<file path="config.mk">
export PLATFORM = sky130hd
export DESIGN_NAME = cfg_index_port
export DESIGN_NICKNAME = d
export VERILOG_FILES = /design/src/rtl/cfg_index_port.sv
export SDC_FILE = /design/constraint.sdc
export NUM_CORES = 1
export LEC_CHECK = 0
export BUFFER_PORTS_ARGS = -buffer_cell sky130_fd_sc_hd__buf_4
export CORE_ASPECT_RATIO = 0.9
export CORE_MARGIN = 5
export CORE_UTILIZATION = 55
export CTS_CLUSTER_SIZE = 14
export DETAILED_ROUTE_END_ITERATION = 12
export PLACE_DENSITY = 0.77
export SLEW_MARGIN = 20
export SYNTH_ARGS = -nofsm -noshare
export SYNTH_HDL_FRONTEND = slang
export SYNTH_SLANG_ARGS = --single-unit
</file>
<file path="constraint.sdc">
create_clock -name clk -period 2.3 [get_ports clk]
set_input_delay 0.345 -clock clk [delete_from_list [all_inputs] [get_ports clk]]
set_output_delay 0.345 -clock clk [all_outputs]
set_load 0.01 [all_outputs]
</file>
<file path="src/rtl/cfg_index_port.sv">
module cfg_index_port #(
  parameter int              AW    = 16,
  parameter logic [AW-1:0]   BASE  = 16'h00F2,
  parameter logic [7:0]      FLOOR = 8'hBC,
  parameter int              NREG  = 11,
  parameter logic [8*NREG-1:0] REG_IDX = {8'hFE, 8'hFB, 8'hFA, 8'hDF, 8'hDE, 8'hDD,
                                          8'hDC, 8'hDB, 8'hDA, 8'hBF, 8'hBE},
  parameter logic [8*NREG-1:0] REG_RST = {8'hC0, 8'h00, 8'h00, 8'h18, 8'hE2, 8'hBE,
                                          8'hFE, 8'hC0, 8'hDE, 8'h9E, 8'hC0}
) (
  input  logic              clk,
  input  logic              rst,
  input  logic [AW-1:0]     addr,
  input  logic              wr_en,
  input  logic              rd_en,
  input  logic [7:0]        wdata,
  output logic [7:0]        rdata,
  output logic [8*NREG-1:0] cfg_q,
  output logic              chg_valid,
  output logic [7:0]        chg_index
);

  logic            hit, sel_idx, sel_dat;
  logic [7:0]      idx_q;
  logic [NREG-1:0] match, differ;
  logic [7:0]      slot_rd;

  assign hit     = addr[AW-1:1] == BASE[AW-1:1];
  assign sel_idx = hit & ~addr[0];
  assign sel_dat = hit &  addr[0];

  always_ff @(posedge clk) begin
    if (rst)                  idx_q <= 8'h00;
    else if (wr_en & sel_idx) idx_q <= wdata;
  end

  for (genvar k = 0; k < NREG; k++) begin : g_slot
    assign match[k]  = idx_q == REG_IDX[8*k +: 8];
    assign differ[k] = cfg_q[8*k +: 8] != wdata;

    always_ff @(posedge clk) begin
      if (rst)                             cfg_q[8*k +: 8] <= REG_RST[8*k +: 8];
      else if (wr_en & sel_dat & match[k]) cfg_q[8*k +: 8] <= wdata;
    end
  end

  always_comb begin
    slot_rd = 8'h00;
    for (int k = 0; k < NREG; k++)
      if (match[k]) slot_rd = slot_rd | cfg_q[8*k +: 8];
  end

  always_comb begin
    rdata = 8'h00;
    if (rd_en & sel_idx)      rdata = idx_q;
    else if (rd_en & sel_dat) rdata = (idx_q < FLOOR) ? 8'hFF : slot_rd;
  end

  always_ff @(posedge clk) begin
    if (rst) begin
      chg_valid <= 1'b0;
      chg_index <= 8'h00;
    end else begin
      chg_valid <= wr_en & sel_dat & |(match & differ);
      if (wr_en & sel_dat) chg_index <= idx_q;
    end
  end

endmodule


</file>
# After elaboration in Yosys (flattened, before gate mapping)
# Index checks and enable logic that the tools add are counted.
[word_totals]
ff_bits = 105
in_bits = 28
out_inout_bits = 105
word_cells = 83
[op_classes]
order_cmp = 1
n_eq_ne = 23
n_mux = 14
bitwise = 30
n_reduce_logical = 1
[ops]
columns = ["cell", "n"]
rows = [
  ["$mux 8", 14],
  ["$eq 8x8->1 const B", 11],
  ["$ne 8x8->1", 11],
  ["$or 8x8->8", 10],
  ["$and 1x1->1", 18],
  ["$eq 15x7->1 const B", 1],
  ["$and 11x11->11", 1],
  ["$reduce_or 11->1", 1],
  ["$lt 8x8->1 const B", 1],
  ["$not 1->1", 1],
]

# Depth between registers and ports, before layout
# Gate-level depths: netlist (run 1).
[depth]
depth_word = 25
mapped_depth = 8
depth_no_buf = 5

# Least setup slack after synthesis (run 1)
# Ideal clock, no wire load.
[synth_timing]
path_kind = "flip-flop to output port"
from = "reg idx_q[2]"
to = "out rdata[1]"
arrival_time_ns = 1.734
required_time_ns = 1.955
slack_ns = 0.221
stages_incl_launch_ff = 9
n_path_buf = 3
cell_sequence = "dfxtp_1 buf_2 buf_2 buf_2 mux2i_1 o2bb2ai_1 a221oi_1 o221ai_1 a22o_1"
[synth_via]
elab_chain_cells = 25
elab_cells_between_ends = 36
classes_between = "order compare: 1; eq/ne: 11; mux: 14; bitwise: 10"
[synth_rtl]
columns = ["element", "line", "source"]
rows = [
  ["start, declared", "24", "logic [7:0] idx_q;"],
  ["start signal, assigned", "34", "else if (wr_en & sel_idx) idx_q <= wdata;"],
  ["$eq 8x8->1", "38", "assign match[k] = idx_q == REG_IDX[8*k +: 8];"],
  ["$mux 8", "50", "if (match[k]) slot_rd = slot_rd | cfg_q[8*k +: 8];"],
  ["$or 8x8->8", "50", ""],
  ["$mux 8", "50", ""],
  ["$or 8x8->8", "50", ""],
  ["$mux 8", "50", ""],
  ["$or 8x8->8", "50", ""],
  ["$mux 8", "50", ""],
  ["(+8 left out)", "--", ""],
  ["$or 8x8->8", "50", ""],
  ["$mux 8", "50", ""],
  ["$or 8x8->8", "50", ""],
  ["$mux 8", "50", ""],
  ["$or 8x8->8", "50", ""],
  ["$mux 8", "50", ""],
  ["$mux 8 (*) (2 in series)", "56", "else if (rd_en & sel_dat) rdata = (idx_q < FLOOR) ? 8'hFF : slot_rd;"],
  ["$mux 8 (*)", "55", "if (rd_en & sel_idx) rdata = idx_q;"],
  ["end, declared", "17", "output logic [7:0] rdata,"],
]
# Mark *: on every way between the ends. The rest lies on a longest branch, timed or not.

# Worst setup path after layout (run 1)
[layout_timing]
from = "reg idx_q[0]"
to = "out rdata[4]"
# The elaborated chain is that of the path after synthesis.

==> results of run 1 <==
==> state kept, by name, summed over array words and instances, names as in the netlist <==
signal	cells
chg_valid	1
cfg_q	88
chg_index	8
idx_q	8
==> cells by family after synthesis <==
family / count (synthesis) / synth area share (%)
AO/OA/AOI/OAI: 72 / 9.33
XOR/XNOR: 88 / 12.7
buffers and inverters: 64 / 4.79
flip-flops: 105 / 34.7
multiplexers: 117 / 19.7
AND/OR/NAND/NOR: 210 / 18.7
==> critical path, cell delays in order (launching register included) <==
cell                        delay [ps]
sky130_fd_sc_hd__dfxtp_4           390
sky130_fd_sc_hd__and4b_1           240
sky130_fd_sc_hd__buf_4             180
sky130_fd_sc_hd__a22oi_1           190
sky130_fd_sc_hd__nor2_1             80
sky130_fd_sc_hd__nor4_2            370
sky130_fd_sc_hd__buf_4             180
sky130_fd_sc_hd__o2bb2ai_2          50
sky130_fd_sc_hd__buf_4             150
==> cell usage in the layout, fill, tap and decap left out, types with 8 or more instances in the layout <==
| cell | count |
|---|---|
| sky130_fd_sc_hd__dfxtp_1 | 100 |
| sky130_fd_sc_hd__o2bb2ai_1 | 8 |
| sky130_fd_sc_hd__nand2b_1 | 8 |
| sky130_fd_sc_hd__buf_4 | 183 |
| sky130_fd_sc_hd__o21ai_0 | 10 |
| sky130_fd_sc_hd__xnor2_1 | 88 |
| sky130_fd_sc_hd__nor2_1 | 119 |
| sky130_fd_sc_hd__clkbuf_16 | 9 |
| sky130_fd_sc_hd__nand4_1 | 26 |
| sky130_fd_sc_hd__mux2i_1 | 107 |
| sky130_fd_sc_hd__a22oi_1 | 11 |
| sky130_fd_sc_hd__mux2_2 | 8 |
| sky130_fd_sc_hd__inv_1 | 10 |
==> layer usage <==
metal / vias up / global-route usage [%]
met5: - / 0
met4: 0 / 11.8
li1: 2614 / -
met3: 43 / 8.49
met2: 310 / 50.9
met1: 2786 / 44.9
==> what timing repair did <==
action | CTS | global route
setup buffers | 3 | 3
gates resized for setup | 25 | 18
pin swaps | 11 | 6
setup endpoints to repair | 8 | 9
==> report_power, final <==
part	total [mW]	internal [mW]	switching (mW)
sequential	1.81	1.81	0.00000173
combinational	0.262	0.101	0.162
clock	1.56	0.875	0.688
total	3.64	2.79	0.850
==> per-stage QoR <==
stage / utilization, % / hold slack, ps / setup WS [ps]
floorplan: - / 526 / 221
global placement: 67.7 / 478 / -157
detailed placement: 67.7 / 495 / -156
CTS: 71.4 / 383 / -237
global route: 72.4 / 404 / -263
finish: 72.4 / 399 / -250
==> worst min path at each step <==
stage | startpoint | endpoint | slack (ps) | cells after the start
2_1_floorplan | cfg_q[21] | cfg_q[21] | 530 | 2
3_3_place_gp | chg_index[6] | chg_index[6] | 480 | 2
3_5_place_dp | chg_index[5] | chg_index[5] | 490 | 2
4_1_cts | wdata[6] | cfg_q[46] | 380 | 3
5_1_grt | wdata[6] | cfg_q[46] | 400 | 3
6_report | wdata[6] | cfg_q[46] | 400 | 3
==> synth_stat cells (4+ instances only) <==
cell / n
sky130_fd_sc_hd__nor3_1: 8
sky130_fd_sc_hd__nand4_1: 26
sky130_fd_sc_hd__xnor2_1: 88
sky130_fd_sc_hd__o21ai_0: 12
sky130_fd_sc_hd__buf_2: 28
sky130_fd_sc_hd__mux2i_1: 107
sky130_fd_sc_hd__nand2b_1: 8
sky130_fd_sc_hd__o221ai_1: 4
sky130_fd_sc_hd__o2bb2ai_1: 11
sky130_fd_sc_hd__clkbuf_1: 23
sky130_fd_sc_hd__inv_1: 10
sky130_fd_sc_hd__a211o_1: 7
sky130_fd_sc_hd__dfxtp_1: 105
sky130_fd_sc_hd__a22o_1: 4
sky130_fd_sc_hd__nor2_1: 120
sky130_fd_sc_hd__nand2_1: 8
sky130_fd_sc_hd__nand4_2: 5
sky130_fd_sc_hd__and4b_1: 4
sky130_fd_sc_hd__mux2_2: 9
sky130_fd_sc_hd__a22oi_1: 16
sky130_fd_sc_hd__a221oi_1: 4
==> cell type report <==
class | instances | share of cell area [%]
multi-input combinational | 487 | 48.5
sequential | 105 | 27.0
timing repair buffer | 186 | 18.1
clock buffer | 12 | 3.15
tap | 133 | 2.13
clock inverter | 4 | 0.672
inverter | 10 | 0.480
==> reports/metrics.csv, run 1 <==
metric,value,unit
pin count of the biggest net entering global routing,41,
total number of yosys warnings,0,
cells taking the most area after synthesis,"sky130_fd_sc_hd__dfxtp_1 (35%), sky130_fd_sc_hd__mux2i_1 (18%), sky130_fd_sc_hd__xnor2_1 (13%)",
largest voltage drop on the vdd net,0.554,mV
vias per std cell,6.14,
kind of end point of the critical path,primary output,
Cell Rows,36,
setup repair after global routing missed its margin,true,
number of clock buffers inserted by TritonCTS,9,
filler instances,841,
area taken by multi-input logic gates,3790,um^2
flop and latch count out of synthesis,105,
average footprint of a synthesized cell,9.24,um^2
library cells used by synthesis,54,
number of antenna violations at the first check in global routing,0,
critical path launch point type,flop,
CTS Hold Bufs,0,
number of detailed-route iterations in the first pass,7,
effective utilization at floorplan,56.0,%
clock network latency to the later pin of the worst-skew pair,360,ps
launch instance of the worst register-to-register path,idx_q[5],
depth of the worst register-to-register path,8,
final net count,827,
Worst R2R End,cfg_q[27],
Post-Route Skew,10.6,ps
total vias in the final route,5753,
global-route total usage across every layer,33.0,%
"setup slack, reg-to-reg",140,ps
fin cells,937,
placed cell count,915,
maximum root-to-sink buffer count,2,
synth-to-layout area growth,29.2,%
top cell type's share of synthesized area,34.7,%
width of the die,121,um
Starting DRT DRC Count,558,
register area share after synthesis,34.7,%
GPL Wtd Cong,0.938,
routed wl met3,2.24,mm
largest driver fanout on the critical path,8,
die footprint,13200,um^2
fraction of layout cells with a size suffix above 1,31.5,%
number of I/O port buffers,132,
violations in the final reports,setup timing,
"Primary FF master, synth",sky130_fd_sc_hd__dfxtp_1,
wire length of the first global-routing pass,33.0,mm
leftover overflow at the end of global routing,0,
number of max-capacitance violations reported,0,
wire length on met1,9.14,mm
number of inserted diodes,0,
met2 wire len,9.70,mm
TritonCTS clock tree,yes,
Setup CP Type,reg2out,
remaining antenna violation count,0,
placed instance area,7320,um^2
min Tclk post-route,2550,ps
transition time at the pin with the least slew margin,561,ps
count of endpoints failing hold in the final timing report,0,
Final Setup Violations,8,
"final std cell area, no fill",7830,um^2
power consumption,3.64,mW
number of enable-type register cells in the synthesized netlist,0,
endpoint required time on the critical path,1960,ps
setup slack of the critical path after layout,-250,ps
share of the clock period used by the worst path,111,%
leakage,3.41,nW
clock-pin slew on the worst setup and hold paths,70,ps
synthesized instance count,656,
power per cell area,465,nW/um^2
flip-flop and latch area,2110,um^2
vertical extent of the die,110,um
half-perimeter wire length after detailed placement,15.7,mm
async set-reset flop share out of synthesis,0,%
cell area after technology mapping,6060,um^2
cell at the root of the clock tree,sky130_fd_sc_hd__clkbuf_16,
post-route DRC violation count,0,
Mapped Nets,684,
upper clock frequency limit,0.392,GHz
routed len/inst,23.1,um
result of the run,finished with violations,
Hold Crit Class,in2reg,
setup TNS,-1240,ps
final number of max-transition violations,0,
launching instance or port of the critical path,idx_q[0],
data arrival at the endpoint of the critical path,2200,ps
drt total wl,21.6,mm
CTS HTree Levels,3,
area of the core,10800,um^2
topmost layer with routed signal wires,met4,
vias in the first global route,5609,
CTS Sinks,105,
Slew headroom,62.3,%
cell accounting for the most synthesized area,sky130_fd_sc_hd__dfxtp_1,
CP endpoint,rdata[4],
boundary pin count,133,
Power figures use the tool's default switching activity.
==> run 2, diff against run 1 <==
- CORE_UTILIZATION: 55 -> 35
- PLACE_DENSITY: 0.77 -> 0.52
==> run 2 against run 1 <==
Compared with the run above: the flow still finishes with violations (setup timing); critical path depth is 1 higher; worst setup slack worse by 13 ps; utilization is 24 points lower; first-iteration DRC count is 23% lower; sequential share of layout area is 1.3 points lower; wire length is 8.1% higher; clock skew is 3.0 ps lower; flip-flop and latch count stayed put; critical path type unchanged; largest cell class unchanged; largest power group unchanged.
==> reports/metrics.csv, run 2 (synthesis results as in run 1) <==
metric,value,unit
kind of end point of the critical path,primary output,
wire length of the first global-routing pass,35.4,mm
setup slack of the critical path after layout,-263,ps
share of the clock period used by the worst path,111,%
CTS HTree Levels,3,
Top Family by Delay on Critical Path,compound AO/OA/AOI/OAI gates,
half-perimeter wire length after detailed placement,17.7,mm
width of the die,149,um
CP Depth,9,
Final Setup Violations,8,
effective utilization at floorplan,35.7,%
transition time at the pin with the least slew margin,557,ps
cell at the root of the clock tree,sky130_fd_sc_hd__clkbuf_16,
maximum single-stage delay on the critical path,420,ps
number of max-capacitance violations reported,0,
result of the run,finished with violations,
clock network latency to the later pin of the worst-skew pair,360,ps
count of endpoints failing hold in the final timing report,0,
Slew headroom,62.9,%
largest voltage drop on the vdd net,0.331,mV
"commonest non-fill, non-tap cells in the layout","sky130_fd_sc_hd__buf_4 (194), sky130_fd_sc_hd__nor2_1 (118), sky130_fd_sc_hd__mux2i_1 (107)",
remaining antenna violation count,0,
power per cell area,462,nW/um^2
Setup CP Type,reg2out,
CTS Sinks,105,
Cell Rows,45,
data arrival at the endpoint of the critical path,2220,ps
number of clock buffers inserted by TritonCTS,9,
placed instance area,7620,um^2
Post-Route Skew,7.63,ps
placed cell count,1034,
number of buffers and inverters on the critical path,4,
Starting DRT DRC Count,432,
flip-flop count of the largest register after layout,88,
"final std cell area, no fill",8230,um^2
critical path launch point type,flop,
fraction of layout cells with a size suffix above 1,34.0,%
number of detailed-route iterations in the first pass,5,
fin cells,1058,
violations in the final reports,setup timing,
hold path cells,3,
Hold Crit Class,in2reg,
final number of max-transition violations,0,
dominant cell type by count on the critical path,sky130_fd_sc_hd__buf_4,
post-route DRC violation count,0,
number of antenna violations at the first check in global routing,0,
pin count of the biggest net entering global routing,51,
vias in the first global route,5633,
die footprint,20000,um^2
synth-to-layout area growth,35.8,%
power consumption,3.80,mW
total vias in the final route,5694,
global-route total usage across every layer,23.2,%
top register by number of flip-flops,cfg_q,
maximum root-to-sink buffer count,2,
setup repair after global routing missed its margin,true,
number of inserted diodes,0,
final net count,846,
TritonCTS clock tree,yes,
cell with the largest stage delay on the worst path,sky130_fd_sc_hd__dfxtp_4,
leakage,3.56,nW
cells traversed along the worst timing path,buf_6 > and4bb_2 > buf_4 > buf_4 > a22oi_2 > o221ai_2 > a211oi_2 > o2bb2ai_1 > buf_4,
GPL Wtd Cong,0.938,
drt total wl,23.4,mm
clock-pin slew on the worst setup and hold paths,70,ps
boundary pin count,133,
upper clock frequency limit,0.390,GHz
"most common cell after layout, fill and taps aside",sky130_fd_sc_hd__buf_4,
setup TNS,-1610,ps
area of the core,16900,um^2
depth of the worst register-to-register path,6,
biggest regs,"cfg_q: 88 flops, chg_index: 8 flops, idx_q: 8 flops",
largest driver fanout on the critical path,6,
vias per std cell,5.38,
min Tclk post-route,2560,ps
routed len/inst,22.1,um
leftover overflow at the end of global routing,0,
endpoint required time on the critical path,1960,ps
number of I/O port buffers,132,
vertical extent of the die,135,um
run 2: changes by cell type in the layout (fill, tap and decap cells not counted), moves of 3 or more:
cell                         change
sky130_fd_sc_hd__buf_4          +11
sky130_fd_sc_hd__buf_6           +5
sky130_fd_sc_hd__a221oi_2        -3
sky130_fd_sc_hd__a22oi_1         -3
sky130_fd_sc_hd__a22oi_2         +3
sky130_fd_sc_hd__buf_12          +3
sky130_fd_sc_hd__clkinvlp_4      -3
run 2: area by class of cell:
cell class,instances,area (um^2)
Fill cell,1617,8720
Timing Repair Buffer,205,1620
Clock inverter,5,86.3
Multi-Input combinational cell,487,3830
Clock buffer,11,243
Inverter,10,37.5
Tap cell,235,294
Sequential cell,105,2120
run 2: worst min-delay path: stages:
cell and delay (ps):
sky130_fd_sc_hd__buf_4 210, sky130_fd_sc_hd__nand2b_1 100, sky130_fd_sc_hd__mux2i_1 60
run 2: power breakdown:
group | switching [mW] | total, mW | internal (mW)
logic | 0.164 | 0.272 | 0.108
clock network | 0.718 | 1.71 | 0.995
registers | 0.00000249 | 1.81 | 1.81
total | 0.882 | 3.80 | 2.92
run 2: per-stage QoR:
stage / utilization [%] / setup WS [ps] / hold slack [ps]
6_report: 48.5 / -263 / 423
3_3_place_gp: 44.9 / -167 / 477
2_1_floorplan: - / 221 / 526
5_1_grt: 48.5 / -377 / 443
3_5_place_dp: 44.9 / -223 / 499
4_1_cts: 47.8 / -245 / 411
run 2: path summary, 6_finish.rpt:
kind	slack [ps]	from	to
setup / recovery	-260	idx_q[0]	rdata[7]
hold / removal	420	wdata[5]	cfg_q[21]
setup reg to reg	200	idx_q[7]	cfg_q[44]
hold reg to reg	510	chg_index[4]	chg_index[4]
run 2: metal layers:
layer	vias to the layer above	GRT usage [%]	routed length, um
li1	2639	-	-
met1	2849	32.9	11000
met2	178	34.5	10400
met3	28	6.41	1570
met4	0	6.21	433
met5	-	0	0
run 2: timing repair:
item | CTS | global route
pin swaps | 11 | 11
resized for setup | 35 | 19
endpoints found under the setup margin | 8 | 8
hold buffers | 0 | 0
setup buffers | 4 | 4
